==> src/rtl/tickpwm_pkg.sv <==
package tickpwm_pkg;

    localparam int CMP_W  = 8;
    localparam int PS_W   = 3;
    localparam int DATA_W = 16;

    // bit positions inside the configuration word
    localparam int CMP_LSB = 8;
    localparam int POL_BIT = 4;
    localparam int PS_LSB  = 0;

    // command bits at the command address
    localparam int CMD_START = 0;
    localparam int CMD_STOP  = 1;

    typedef enum logic [1:0] {
        ADDR_CFG  = 2'd0,
        ADDR_SRC  = 2'd1,
        ADDR_CMD  = 2'd2,
        ADDR_STAT = 2'd3
    } reg_addr_e;

    typedef struct packed {
        logic [CMP_W-1:0] cmp;
        logic             pol;
        logic [PS_W-1:0]  ps;
    } pwm_cfg_t;

endpackage

==> src/rtl/tickpwm_regs.sv <==
module tickpwm_regs
    import tickpwm_pkg::*;
(
    input  logic              clk,
    input  logic              rst_n,
    input  logic              wr_en,
    input  logic [1:0]        wr_addr,
    input  logic [DATA_W-1:0] wr_data,
    input  logic [1:0]        rd_addr,
    input  logic              run_status,
    output logic [DATA_W-1:0] rd_data,
    output pwm_cfg_t          cfg_pend,
    output logic              src_sys,
    output logic              want_run
);

    typedef struct packed {
        pwm_cfg_t cfg;
        logic     src;
        logic     want;
    } regs_t;

    regs_t st_d, st_q;

    always_comb begin
        st_d = st_q;
        if (wr_en) begin
            case (reg_addr_e'(wr_addr))
                ADDR_CFG: begin
                    st_d.cfg.cmp = wr_data[CMP_LSB +: CMP_W];
                    st_d.cfg.pol = wr_data[POL_BIT];
                    st_d.cfg.ps  = wr_data[PS_LSB +: PS_W];
                end
                ADDR_SRC: st_d.src = wr_data[0];
                ADDR_CMD: begin
                    if (wr_data[CMD_STOP]) begin
                        st_d.want = 1'b0;
                    end else if (wr_data[CMD_START]) begin
                        st_d.want = 1'b1;
                    end
                end
                default: ;
            endcase
        end
    end

    always_ff @(posedge clk or negedge rst_n) begin
        if (!rst_n) begin
            st_q <= '0;
        end else begin
            st_q <= st_d;
        end
    end

    always_comb begin
        rd_data = '0;
        case (reg_addr_e'(rd_addr))
            ADDR_CFG: begin
                rd_data[CMP_LSB +: CMP_W] = st_q.cfg.cmp;
                rd_data[POL_BIT]          = st_q.cfg.pol;
                rd_data[PS_LSB +: PS_W]   = st_q.cfg.ps;
            end
            ADDR_SRC:  rd_data[0] = st_q.src;
            ADDR_STAT: rd_data[0] = run_status;
            default:   rd_data = '0;
        endcase
    end

    assign cfg_pend = st_q.cfg;
    assign src_sys  = st_q.src;
    assign want_run = st_q.want;

endmodule

==> src/rtl/tickpwm_prescale.sv <==
module tickpwm_prescale #(
    parameter int PS_W   = 3,
    parameter int PS_MAX = 6,
    localparam int DIV_W = PS_MAX + 1
) (
    input  logic             clk,
    input  logic             rst_n,
    input  logic             run,
    input  logic             tick,
    input  logic [PS_W-1:0]  ps_code,
    output logic             advance,
    output logic [DIV_W-1:0] div_cnt
);

    typedef struct packed {
        logic [DIV_W-1:0] div;
    } div_t;

    div_t st_d, st_q;
    logic [PS_W-1:0]  code_eff;
    logic [DIV_W-1:0] mask;

    // codes above the legal maximum are clamped
    assign code_eff = (ps_code > PS_W'(PS_MAX)) ? PS_W'(PS_MAX) : ps_code;

    for (genvar i = 0; i < DIV_W; i++) begin : g_mask
        assign mask[i] = (i < int'(code_eff));
    end

    always_comb begin
        st_d    = st_q;
        advance = 1'b0;
        if (!run) begin
            st_d.div = '0;
        end else if (tick) begin
            advance  = ((st_q.div & mask) == mask);
            st_d.div = st_q.div + 1'b1;
        end
    end

    always_ff @(posedge clk or negedge rst_n) begin
        if (!rst_n) begin
            st_q <= '0;
        end else begin
            st_q <= st_d;
        end
    end

    assign div_cnt = st_q.div;

endmodule

==> src/rtl/tickpwm_engine.sv <==
module tickpwm_engine
    import tickpwm_pkg::*;
(
    input  logic             clk,
    input  logic             rst_n,
    input  logic             want_run,
    input  logic             advance,
    input  pwm_cfg_t         cfg_pend,
    output logic             running,
    output logic [CMP_W-1:0] count,
    output pwm_cfg_t         cfg_work,
    output logic             pwm_out
);

    localparam logic [CMP_W-1:0] CNT_LAST = {CMP_W{1'b1}};

    typedef struct packed {
        logic             run;
        logic [CMP_W-1:0] cnt;
        pwm_cfg_t         cfg;
    } eng_t;

    eng_t st_d, st_q;
    logic wrap;
    logic active;

    always_comb begin
        st_d = st_q;
        wrap = st_q.run && advance && (st_q.cnt == CNT_LAST);
        if (!st_q.run) begin
            st_d.cnt = '0;
            st_d.cfg = cfg_pend;
            st_d.run = want_run;
        end else begin
            if (advance) begin
                st_d.cnt = st_q.cnt + 1'b1;
            end
            if (wrap) begin
                st_d.cfg = cfg_pend;
                st_d.run = want_run;
            end
        end
    end

    always_ff @(posedge clk or negedge rst_n) begin
        if (!rst_n) begin
            st_q <= '0;
        end else begin
            st_q <= st_d;
        end
    end

    assign active   = st_q.run && (st_q.cnt < st_q.cfg.cmp);
    assign pwm_out  = st_q.cfg.pol ? active : !active;
    assign running  = st_q.run;
    assign count    = st_q.cnt;
    assign cfg_work = st_q.cfg;

endmodule

==> src/rtl/tickpwm_top.sv <==
module tickpwm_top
    import tickpwm_pkg::*;
#(
    parameter int PS_MAX = 6
) (
    input  logic              clk,
    input  logic              rst_n,
    input  logic              slow_tick,
    input  logic              sys_tick,
    input  logic              wr_en,
    input  logic [1:0]        wr_addr,
    input  logic [DATA_W-1:0] wr_data,
    input  logic [1:0]        rd_addr,
    output logic [DATA_W-1:0] rd_data,
    output logic              pwm_out
);

    localparam int DIV_W = PS_MAX + 1;

    pwm_cfg_t         cfg_pend;
    pwm_cfg_t         cfg_work;
    logic             src_sys;
    logic             want_run;
    logic             running;
    logic             tick_sel;
    logic             advance;
    logic [CMP_W-1:0] count;
    logic [DIV_W-1:0] div_cnt;

    always_comb begin
        tick_sel = src_sys ? sys_tick : slow_tick;
    end

    tickpwm_regs u_regs (
        .clk        (clk),
        .rst_n      (rst_n),
        .wr_en      (wr_en),
        .wr_addr    (wr_addr),
        .wr_data    (wr_data),
        .rd_addr    (rd_addr),
        .run_status (running),
        .rd_data    (rd_data),
        .cfg_pend   (cfg_pend),
        .src_sys    (src_sys),
        .want_run   (want_run)
    );

    tickpwm_prescale #(
        .PS_W   (PS_W),
        .PS_MAX (PS_MAX)
    ) u_prescale (
        .clk     (clk),
        .rst_n   (rst_n),
        .run     (running),
        .tick    (tick_sel),
        .ps_code (cfg_work.ps),
        .advance (advance),
        .div_cnt (div_cnt)
    );

    tickpwm_engine u_engine (
        .clk      (clk),
        .rst_n    (rst_n),
        .want_run (want_run),
        .advance  (advance),
        .cfg_pend (cfg_pend),
        .running  (running),
        .count    (count),
        .cfg_work (cfg_work),
        .pwm_out  (pwm_out)
    );

endmodule

==> config.mk <==
export PLATFORM = sky130hd
export DESIGN_NAME = tickpwm_top
export DESIGN_NICKNAME = d
export VERILOG_FILES = /design/src/rtl/tickpwm_pkg.sv /design/src/rtl/tickpwm_regs.sv /design/src/rtl/tickpwm_prescale.sv /design/src/rtl/tickpwm_engine.sv /design/src/rtl/tickpwm_top.sv
export SDC_FILE = /design/constraint.sdc
export NUM_CORES = 1
export LEC_CHECK = 0
export ABC_CLOCK_PERIOD_IN_PS = 1600
export CAP_MARGIN = 20
export CELL_PAD_IN_SITES_DETAIL_PLACEMENT = 1
export CELL_PAD_IN_SITES_GLOBAL_PLACEMENT = 2
export CORE_MARGIN = 2
export CORE_UTILIZATION = 30
export CTS_CLUSTER_SIZE = 8
export DETAILED_ROUTE_END_ITERATION = 12
export GPL_ROUTABILITY_DRIVEN = 1
export PLACE_DENSITY = 0.75
export SKIP_LAST_GASP = 1
export SYNTH_ARGS = -nofsm -noshare
export SYNTH_HDL_FRONTEND = slang
export SYNTH_SLANG_ARGS = --single-unit
==> constraint.sdc <==
create_clock -name clk -period 1.6 [get_ports clk]
set_clock_uncertainty 0.05 [all_clocks]
set_input_delay 0.16 -clock clk [delete_from_list [all_inputs] [get_ports clk]]
set_output_delay 0.16 -clock clk [all_outputs]
set_load 0.02 [all_outputs]
==> metrics.yaml <==
sta:
  setup_slack_ns: -0.444
  max_clock_freq_mhz: 489
  hold_viol_final: 0
  fin_worst_hold_slack_ns: 0.277
  final.period_utilization_pct: 128
  layout_min_cycle_time_ns: 2.04
  slew_viol_final: 0
  setup_viol_count_final: 21
  grt_setup_unrepaired: "yes"
clock_network:
  clock_pin_slew_on_the_worst_setup_and_hold_paths_ns: 0.09
  clkLatencyLatePin_ns: 0.30
  cts_max_path_bufs: 2
  cts_tree: "done"
  cts_num_sinks: 41
  cts_max_level: 2
  clock_buffer_count_from_cts: 5
  clk_root_buffer_cell: "clkbuf_8"
layout:
  proportion_of_layout_cells_with_a_drive_suffix_above_1_pct: 39.6
  area_delta_synth_final_pct: 44.8
  nets: 298
  filler_cell_count: 812
  antennaDiodeCount: 0
floorplanning:
  dieArea_um2: 7940
  die-width_um: 89.1
  num_rows: 31
  coreArea_um2: 7140
  floorplan.initialDensity_pct: 30.4
  chipHeight_um: 89.1
  io_pins: 42
synthesis:
  synth_area_leaders: "dfrtp_1, mux2_2, mux2_4"
  synthMostInstantiatedCell: "dfrtp_1"
  ys_warn_count: 0
  ys_seq_elements: 41
  ys.flop_type: "dfrtp_1"
  synth_enable_flop_cells: 0
  synth_largest_area_cell: "dfrtp_1"
  syn_inst: 188
  synth_seq_area_share_pct: 47.2
  top_cell_type_s_share_of_synthesized_area_pct: 47.2
  mean_instance_size_in_the_synthesized_netlist_um2: 11.6
  synth_async_sr_flop_share_pct: 100
  synthesis.area_um2: 2170
  unique_masters_post_synth: 36
  synth_commonest_cells: "dfrtp_1, and2_1, mux2_2"
detailed_routing:
  antenna_violating_nets_post_route: 0
  routed_length_on_met2_mm: 2.43
  route.top_layer_used: "met4"
  wl_met3_um: 126
  detail_route.vias_per_cell: 4.49
  detail_route.drc_violations: 0
  dr_total_vias: 1634
  dr.first_iter.drc_count: 17
  detail_route.wl_per_cell_um: 13.4
  first_pass_iters: 3
  drt_total_wl_mm: 4.89
  m1WireLength_mm: 2.27
critical_path:
  rr_endpoint: "u_engine.count[5]"
  required_ns: 1.39
  critPathCaptureType: "output pin"
  cp-start-kind: "flip-flop"
  rr_startpoint: "u_engine.cfg_work[1]"
  critical_path_class: "reg -> out"
  rrSetupSlack_ns: -0.30
  reg2reg_depth: 6
  critical_path.max_fanout: 2
  cp_data_arrival_time_ns: 1.83
min_path:
  type_of_the_most_critical_hold_path: "in -> async"
pwr:
  static-leakage-power_uw: 0.00141
  power.combinational.fraction_pct: 49.2
  power_frac_seq_pct: 35.2
  swShare_pct: 33.9
  p_int_uw: 3020
  cellPowerDensity_nw_per_um2: 1460
  clkPwrFrac_pct: 15.6
  p_switching_uw: 1550
  vdd_ir_drop_max_mv: 0.530
global_routing:
  first_pass_grt_wire_length_mm: 8.54
  gr-total-overflow: 0
  grt_start_max_net_pins: 26
  antenna_found_initial: 0
  grt.total_usage_pct: 14.1
  grt_pass1_vias: 1747
status:
  run_status: "finished with violations"
  violations_in_the_final_reports: "negative setup slack"
placement:
  gp_congestion: 0.772
  detailedPlace.worstSlack_ns: -0.782
  hpwl_mm: 3.54
  port-buffer-count: 33
job:
  max-cap-violations: 0
-- power by group through the flow --
| stage | logic, uW | registers [uW] | clock network (uW) |
|---|---|---|---|
| CTS | 2150 | 1620 | 746 |
| global placement | 1940 | 1630 | 0 |
| global route | 2510 | 1670 | 784 |
| floorplan | 1110 | 1630 | 0 |
| detailed placement | 2010 | 1630 | 0 |
| finish | 2250 | 1610 | 713 |
-- stage by stage --
step / instance area (um2) / util (%) / total power (uW) / cells / TNS (ns)
after floorplan: 2210 / - / 2740 / 191 / -0.881
after global placement: 2920 / 40.9 / 3560 / 350 / -6.81
after detailed placement: 2920 / 40.9 / 3650 / 350 / -7.57
after CTS: 3140 / 43.9 / 4510 / 365 / -5.31
after global routing: 3140 / 44.1 / 4970 / 364 / -6.79
final: 3140 / 44.1 / 4580 / 364 / -4.59
-- worst max path at each step --
stage / from / endpoint
6_report: u_engine.cfg_work[9] / pwm_out
5_1_grt: u_engine.cfg_work[9] / pwm_out
4_1_cts: u_engine.cfg_work[9] / pwm_out
3_5_place_dp: u_engine.cfg_work[11] / pwm_out
3_3_place_gp: u_engine.cfg_work[11] / pwm_out
2_1_floorplan: u_engine.cfg_work[1] / u_engine.cfg_work[0]
-- sequential cells by signal, summed over array words and instances, names as in the netlist --
name and flops:
u_engine.cfg_work 12, u_engine.count 8, u_engine.running 1, u_prescale.div_cnt 6, u_regs.cfg_pend 12, u_regs.src_sys 1
u_regs.want_run 1
-- placed cells by master, fill, tap and decap left out, types with 6 or more instances in the layout --
cell | netlist | final
buf_4 | 4 | 35
o21ai_0 | 8 | 7
nand2_1 | 6 | 6
mux2_4 | 9 | 12
mux2_2 | 17 | 14
and2_1 | 17 | 16
inv_1 | 10 | 9
clkdlybuf4s15_1 | 0 | 6
clkdlybuf4s50_1 | 0 | 19
dfrtp_1 | 41 | 41
ha_1 | 9 | 7
-- timing repair --
item,4_1_cts,5_1_grt
pin swaps,7,9
hold buffers,1,0
gates resized for setup,38,34
buffers inserted,5,3
gates cloned,1,0
hold endpoints to repair,16,0
setup endpoints to repair,31,34
-- critical path, cell delays in order (launching register included) --
cell and delay (ns):
dfrtp_1 0.40, inv_2 0.08, ha_4 0.21, a2111oi_4 0.31, nand2b_1 0.11, o21ai_2 0.16
xnor2_2 0.12, buf_4 0.15
-- per-layer routing --
layer  GRT usage [%]  vias up
met4            3.66        0
met5               0        -
met3            2.59        5
met1            18.5      803
met2            24.1       27
li1                -      799
-- area by class of cell --
cell class / count / area [um2] / share of cell area, %
multi-input combinational: 131 / 1190 / 37.8
sequential: 41 / 1030 / 32.6
timing repair buffer: 75 / 673 / 21.4
tap: 99 / 124 / 3.94
clock buffer: 5 / 68.8 / 2.19
inverter: 10 / 37.5 / 1.19
clock inverter: 3 / 25.0 / 0.796
-- cell families after synthesis --
family,Yosys count,synth area share [%]
fa+ha+maj,9,5.18
simple gates,56,15.7
buf+inv,19,4.72
flops,41,47.2
mux,29,16.4
xor+xnor,7,2.82
compound gates,26,7.72
other cells,1,0.173
Note: power is estimated with default switching activity, not from simulation.
